File: src/rtl/uart_swflow_pkg.sv
package uart_swflow_pkg;
   // Two-bit character-set selector; bit 1 enables set 1, bit 0 enables set 2.
   typedef enum logic [1:0] {
      SET_NONE = 2'b00,
      SET_TWO  = 2'b01,
      SET_ONE  = 2'b10,
      SET_BOTH = 2'b11
   } flow_set_e;

   localparam int unsigned CFG_W     = 4;
   localparam int unsigned NUM_SETS  = 2;
endpackage

File: src/rtl/uart_swflow_rx_match.sv
module uart_swflow_rx_match
   import uart_swflow_pkg::*;
#(
   parameter int unsigned DATA_W = 8
) (
   input  logic              clk,
   input  logic              rst_n,
   input  flow_set_e         rx_set_i,
   input  logic              xon_any_i,
   input  logic [DATA_W-1:0] on1_i,
   input  logic [DATA_W-1:0] on2_i,
   input  logic [DATA_W-1:0] off1_i,
   input  logic [DATA_W-1:0] off2_i,
   input  logic              rx_valid_i,
   input  logic [DATA_W-1:0] rx_byte_i,
   output logic              out_valid_o,
   output logic [DATA_W-1:0] out_byte_o,
   output logic              held_o,
   output logic              irq_o
);
   logic [DATA_W-1:0] on_chr  [NUM_SETS];
   logic [DATA_W-1:0] off_chr [NUM_SETS];
   logic [NUM_SETS-1:0] hit_on, hit_off;

   assign on_chr[0]  = on1_i;
   assign on_chr[1]  = on2_i;
   assign off_chr[0] = off1_i;
   assign off_chr[1] = off2_i;

   for (genvar s = 0; s < NUM_SETS; s++) begin : g_cmp
      assign hit_on[s]  = (rx_byte_i == on_chr[s]);
      assign hit_off[s] = (rx_byte_i == off_chr[s]);
   end

   logic arm_on, arm_off;
   logic arm_on_n, arm_off_n;
   logic got_on, got_off, eat;
   logic use1, use2;

   assign use1 = rx_set_i[1];
   assign use2 = rx_set_i[0];

   always_comb begin
      got_on    = 1'b0;
      got_off   = 1'b0;
      eat       = 1'b0;
      arm_on_n  = 1'b0;
      arm_off_n = 1'b0;
      if (use1 && use2) begin
         // Paired mode: set-1 character arms, matching set-2 character completes.
         if (arm_off && hit_off[1]) begin
            got_off = 1'b1;
            eat     = 1'b1;
         end else if (arm_on && hit_on[1]) begin
            got_on = 1'b1;
            eat    = 1'b1;
         end else if (hit_off[0]) begin
            arm_off_n = 1'b1;
            eat       = 1'b1;
         end else if (hit_on[0]) begin
            arm_on_n = 1'b1;
            eat      = 1'b1;
         end
      end else begin
         if ((use1 && hit_off[0]) || (use2 && hit_off[1])) begin
            got_off = 1'b1;
         end else if ((use1 && hit_on[0]) || (use2 && hit_on[1])) begin
            got_on = 1'b1;
         end
         eat = got_on | got_off;
      end
   end

   always_ff @(posedge clk) begin
      if (!rst_n) begin
         arm_on      <= 1'b0;
         arm_off     <= 1'b0;
         out_valid_o <= 1'b0;
         out_byte_o  <= '0;
         held_o      <= 1'b0;
         irq_o       <= 1'b0;
      end else if (rx_valid_i) begin
         arm_on      <= arm_on_n;
         arm_off     <= arm_off_n;
         out_valid_o <= !eat;
         out_byte_o  <= rx_byte_i;
         irq_o       <= got_on | got_off;
         if (got_off) begin
            held_o <= 1'b1;
         end else if (got_on || xon_any_i) begin
            held_o <= 1'b0;
         end
      end else begin
         out_valid_o <= 1'b0;
         irq_o       <= 1'b0;
      end
   end
endmodule

File: src/rtl/uart_swflow_tx_insert.sv
module uart_swflow_tx_insert
   import uart_swflow_pkg::*;
#(
   parameter int unsigned DATA_W = 8
) (
   input  logic              clk,
   input  logic              rst_n,
   input  flow_set_e         tx_set_i,
   input  logic [DATA_W-1:0] on1_i,
   input  logic [DATA_W-1:0] on2_i,
   input  logic [DATA_W-1:0] off1_i,
   input  logic [DATA_W-1:0] off2_i,
   input  logic              held_i,
   input  logic              req_off_i,
   input  logic              req_on_i,
   input  logic              data_valid_i,
   input  logic [DATA_W-1:0] data_i,
   output logic              data_ready_o,
   input  logic              sr_ready_i,
   output logic              sr_valid_o,
   output logic [DATA_W-1:0] sr_byte_o,
   output logic              xoff_sent_o
);
   logic req_pend, req_kind;   // kind: 1 = pause, 0 = resume
   logic act, act_kind;        // second half of a paired sequence in flight
   logic ctl_pend, cur_kind, second, ctl_take, ctl_last;
   logic [DATA_W-1:0] ctl_chr;

   assign ctl_pend = act | req_pend;
   assign cur_kind = act ? act_kind : req_kind;
   assign second   = act | (tx_set_i == SET_TWO);
   assign ctl_chr  = cur_kind ? (second ? off2_i : off1_i)
                              : (second ? on2_i  : on1_i);
   assign ctl_take = sr_ready_i & ctl_pend;
   assign ctl_last = act | (tx_set_i != SET_BOTH);

   assign sr_valid_o   = ctl_pend | (data_valid_i & !held_i);
   assign sr_byte_o    = ctl_pend ? ctl_chr : data_i;
   assign data_ready_o = sr_ready_i & !ctl_pend & !held_i;

   always_ff @(posedge clk) begin
      if (!rst_n) begin
         req_pend    <= 1'b0;
         req_kind    <= 1'b0;
         act         <= 1'b0;
         act_kind    <= 1'b0;
         xoff_sent_o <= 1'b0;
      end else begin
         if (ctl_take) begin
            if (act) begin
               act <= 1'b0;
            end else begin
               req_pend <= 1'b0;
               if (tx_set_i == SET_BOTH) begin
                  act      <= 1'b1;
                  act_kind <= req_kind;
               end
            end
            if (ctl_last) begin
               xoff_sent_o <= cur_kind;
            end
         end
         if ((tx_set_i != SET_NONE) && (req_off_i || req_on_i)) begin
            req_pend <= 1'b1;
            req_kind <= req_off_i;
         end
      end
   end
endmodule

File: src/rtl/uart_swflow_ctrl.sv
module uart_swflow_ctrl
   import uart_swflow_pkg::*;
#(
   parameter int unsigned DATA_W = 8
) (
   input  logic              clk,
   input  logic              rst_n,
   input  logic [CFG_W-1:0]  cfg_flow,
   input  logic              cfg_xon_any,
   input  logic [DATA_W-1:0] chr_xon1,
   input  logic [DATA_W-1:0] chr_xon2,
   input  logic [DATA_W-1:0] chr_xoff1,
   input  logic [DATA_W-1:0] chr_xoff2,
   input  logic              rx_valid,
   input  logic [DATA_W-1:0] rx_byte,
   output logic              rx_out_valid,
   output logic [DATA_W-1:0] rx_out_byte,
   input  logic              tx_req_xoff,
   input  logic              tx_req_xon,
   input  logic              tx_data_valid,
   input  logic [DATA_W-1:0] tx_data,
   output logic              tx_data_ready,
   input  logic              tx_sr_ready,
   output logic              tx_sr_valid,
   output logic [DATA_W-1:0] tx_sr_byte,
   output logic              stat_tx_held,
   output logic              stat_xoff_sent,
   output logic              irq_flow
);
   if (DATA_W < 5 || DATA_W > 9) begin : g_bad_width
      $error("uart_swflow_ctrl: DATA_W must be 5..9");
   end

   flow_set_e tx_set, rx_set;
   assign tx_set = flow_set_e'(cfg_flow[3:2]);
   assign rx_set = flow_set_e'(cfg_flow[1:0]);

   uart_swflow_rx_match #(.DATA_W(DATA_W)) u_rx (
      .clk         (clk),
      .rst_n       (rst_n),
      .rx_set_i    (rx_set),
      .xon_any_i   (cfg_xon_any),
      .on1_i       (chr_xon1),
      .on2_i       (chr_xon2),
      .off1_i      (chr_xoff1),
      .off2_i      (chr_xoff2),
      .rx_valid_i  (rx_valid),
      .rx_byte_i   (rx_byte),
      .out_valid_o (rx_out_valid),
      .out_byte_o  (rx_out_byte),
      .held_o      (stat_tx_held),
      .irq_o       (irq_flow)
   );

   uart_swflow_tx_insert #(.DATA_W(DATA_W)) u_tx (
      .clk          (clk),
      .rst_n        (rst_n),
      .tx_set_i     (tx_set),
      .on1_i        (chr_xon1),
      .on2_i        (chr_xon2),
      .off1_i       (chr_xoff1),
      .off2_i       (chr_xoff2),
      .held_i       (stat_tx_held),
      .req_off_i    (tx_req_xoff),
      .req_on_i     (tx_req_xon),
      .data_valid_i (tx_data_valid),
      .data_i       (tx_data),
      .data_ready_o (tx_data_ready),
      .sr_ready_i   (tx_sr_ready),
      .sr_valid_o   (tx_sr_valid),
      .sr_byte_o    (tx_sr_byte),
      .xoff_sent_o  (stat_xoff_sent)
   );
endmodule

File: config.mk
export PLATFORM = sky130hd
export DESIGN_NAME = uart_swflow_ctrl
export DESIGN_NICKNAME = d
export VERILOG_FILES = /design/src/rtl/uart_swflow_pkg.sv /design/src/rtl/uart_swflow_rx_match.sv /design/src/rtl/uart_swflow_tx_insert.sv /design/src/rtl/uart_swflow_ctrl.sv
export SDC_FILE = /design/constraint.sdc
export NUM_CORES = 1
export LEC_CHECK = 0
export ABC_AREA = 1
export BUFFER_PORTS_ARGS = -buffer_cell sky130_fd_sc_hd__clkbuf_2
export CORE_MARGIN = 3
export CORE_UTILIZATION = 47
export CTS_CLUSTER_SIZE = 28
export DETAILED_ROUTE_END_ITERATION = 16
export PLACE_DENSITY = 0.81
export SYNTH_ARGS = -nofsm -noshare
export SYNTH_HDL_FRONTEND = slang
export SYNTH_SLANG_ARGS = --single-unit
File: constraint.sdc
create_clock -name clk -period 2 [get_ports clk]
set_clock_uncertainty 0.1 [all_clocks]
set_input_delay 0.4 -clock clk [delete_from_list [all_inputs] [get_ports clk]]
set_output_delay 0.4 -clock clk [all_outputs]
set_load 0.1 [all_outputs]
==> results.md <==
- Mean Syn Cell Area: 6.44 um2
- Most used cell, CP: buf_12
- Layout cells sized above 1: 0.431
- CTS Buf Count: 3
- Register area: between 300 and 400 um2
- Multi-input combinational cell area: approximately 1300 um2
- Flop2flop setup slack: roughly 630 ps
- Crit end category: output port
- Crit-path max FO: 8
- Die Span X: 66.5 um
- Minimum clock period: 2250 ps
- RSZ-0062 raised after global routing: yes
- Fin. max-slew vios: 0
- Crit Reg-Reg Endpoint: u_tx.xoff_sent_o
- Max-cap violation count: 0
- Post-synth cell types: 31
- Setup TNS: -1600 ps
- Worst Hold Class: in -> reg
- DIE AREA: 4420 um2
- FILL cells: 274
- Via density per instance: between 5 and 6
- Routability Congestion: 0.812
- CP max stage cell: dfxtp_2
- Gr ovfl total: 0
- Setup CP Type: reg -> out
- Global-route wire length before repair: roughly 8.3 mm
- Fin util: 0.751
- Cell Pwr Density: around 600 nW/um2
- Worst R2R Path Depth: 6
- Max_slew headroom: 0.622
- Root buffer cell: clkbuf_8
- # rows: 21
- Max Clk Rate: 445 MHz
- Synth Warn #: 0
- Hold Vio Cnt, Final: 0
- Worst Tran Pin Value: roughly 570 ps
- IO Port Bufs: slightly above 80
- Initial antenna violation count: 0
- Synth Net Count: between 300 and 400
- Failing checks: setup timing
- Via count: between 2000 and 2500
- Critical path arrival: around 1800 ps
- Synthesized flop and latch total: 18
- Residual DRC: 0
- Status: finished, violations left
- Antenna cell count: 0
- NumNets Final: around 410
- CTS tree: yes
- I/O pins: 82
- Iter 0 DRT Violations: about 180
- Synthesized cell area: around 1700 um2
- Max reg flops: 8
- Largest net degree at the start of global routing: 20
- CP Cell Sequence: inv_2 -> or2_4 -> o21ai_4 -> buf_12 -> inv_8 -> a21oi_2 -> o21ai_2 -> a31oi_4 -> buf_12
- Final worst setup slack: -248 ps
- Worst hold slack: between 200 and 300 ps
- Worst slack, placed: -88.7 ps
- Setup violators final: 8
- GRT Util Overall: 0.243
- Post-detailed-route count of antenna-violating nets: 0
- Largest register by flop count: u_rx.out_byte_o
- Drt first pass iters: 4
- Worst skew pair latency: approximately 260 ps
- Worst vdd ir: between 0.0004 and 0.0005 V
- Period utilization: 1.12
- Routed WL per cell: around 13 um
- Worst-path clk slew: roughly 70 ps
- Die Ht: about 67 um
- Static Leak: around 1.2 nW
- Register area share after synthesis: 0.209
- CP required: about 1500 ps
- Worst R2R Start: u_tx.act
- Critical path launch point type: register
- Worst setup path endpoint: tx_sr_byte[7]
- Detailed Place HPWL: 4.01 mm
- Starting Density: 0.500
- Total wire length: approximately 5.3 mm
- Core Box Area: 3440 um2
- Crit. Startpoint: u_tx.act
- Post-CTS Hold Fix Bufs: 0
- Number of global-route vias before repair: between 1500 and 2000
- Clk sinks: 18
- H-tree lvl count: 1
- CTS max path bufs: 2
- Syn Inst Count: roughly 270
- Critical path's largest stage delay: about 330 ps
- Layout area overhead: 50.3%
## synthesized netlist by cell type (all sizes together)
cell type | count | area share
nand4 | 3 | 0.011
clkbuf | 2 | 0.0044
nor3b | 1 | 0.0073
buf | 7 | 0.039
xnor2 | 23 | 0.15
or2 | 2 | 0.0087
nor3 | 2 | 0.0058
o21ai | 20 | 0.067
a31oi | 7 | 0.025
nand2 | 76 | 0.17
o22ai | 7 | 0.025
o211ai | 5 | 0.022
inv | 37 | 0.082
nor2 | 35 | 0.095
dfxtp | 18 | 0.21
nand3 | 12 | 0.044
o32ai | 1 | 0.0051
a21oi | 9 | 0.028
## kinds of logic after synthesis
kind of cell / after synthesis / share of synthesized area
xor gates and xnor gates: 23 / 0.148
buffers and inverters: 46 / 0.125
DFF: 18 / 0.209
AOI/OAI and AO/OA: 49 / 0.173
and+or+nand+nor: 131 / 0.345
## per-layer routing
metal / wire, um / share of wire / GRT usage / vias up
li1: - / - / - / 1027
met2: 2630 / 0.49 / 0.418 / 100
met4: 103 / 0.019 / 0.0761 / 0
met5: 0 / 0 / 0 / -
met1: 2100 / 0.40 / 0.303 / 875
met3: 482 / 0.091 / 0.0489 / 13
## what timing repair did
item | in CTS | in global routing
pin swaps | 3 | 4
resized for setup | 13 | 10
buffers inserted | 1 | 0
gates cloned | 1 | 1
setup endpoints to repair | 9 | 9
## worst min path at each step
| stage | startpoint | endpoint | slack (ps) | cells after the start |
|---|---|---|---|---|
| 2_1_floorplan | u_tx.act_kind | u_tx.act_kind | 340 | 2 |
| 3_3_place_gp | u_tx.act_kind | u_tx.act_kind | 350 | 2 |
| 3_5_place_dp | u_tx.act_kind | u_tx.act_kind | 360 | 2 |
| 4_1_cts | rst_n | u_rx.held_o | 290 | 3 |
| 5_1_grt | rst_n | u_rx.held_o | 310 | 3 |
| 6_report | rst_n | u_rx.held_o | 290 | 3 |
## metrics by stage
step / std cells / cell area [um2] / total power, mW
after global placement: 392 / 2430 / 1.21
after detailed placement: 392 / 2430 / 1.21
after CTS: 398 / 2530 / 1.54
after floorplan: 267 / 1860 / 0.974
after global routing: 399 / 2590 / 1.63
final: 399 / 2590 / 1.56
## final cells by class
type	instances	share of cell area
clock buffers	4	0.0213
inverters	37	0.0576
multi-input cells	203	0.504
flip-flops and latches	18	0.140
well taps	46	0.0223
repair buffers	90	0.252
repair inverters	1	0.00290
## cells in the final DEF (no fill, tap or decap)
cell type	Yosys	layout
dfxtp_2	0	2
or2_4	1	1
inv_8	0	1
clkbuf_16	0	1
nand3_1	9	9
inv_1	31	29
o21ai_0	14	8
a21oi_2	1	3
xnor2_2	7	7
o21ai_2	1	4
o22ai_1	7	7
nand3_2	3	3
a21oi_1	8	6
o211ai_1	5	5
nand4_1	3	3
o32ai_1	1	1
clkbuf_2	0	72
nor3_1	2	1
xnor2_1	16	16
clkbuf_8	0	4
dfxtp_1	18	16
nor3_4	0	1
nor2_1	26	24
o21ai_1	4	6
nor2_4	2	3
nand2_2	5	6
buf_12	0	11
o21ai_4	1	2
or2_2	1	1
inv_4	1	1
buf_4	0	6
nor2_2	7	8
clkinvlp_4	0	1
a31oi_4	0	7
inv_2	5	6
nor3b_2	1	1
nand2_1	71	70
## where the power goes
part	internal [mW]	switching, mW	leakage [nW]
combinational	0.302	0.567	1.06
sequential	0.377	0.0122	0.149
clock	0.175	0.126	0.0288
## critical path, delay by kind of cell (launching register included)
kind | cells | cell delay, ps
AND/OR/NAND/NOR | 1 | 230
AO/OA/AOI/OAI | 4 | 480
buffers and inverters | 4 | 450
flip-flops | 1 | 330
Note: power is estimated with default switching activity, not from simulation.
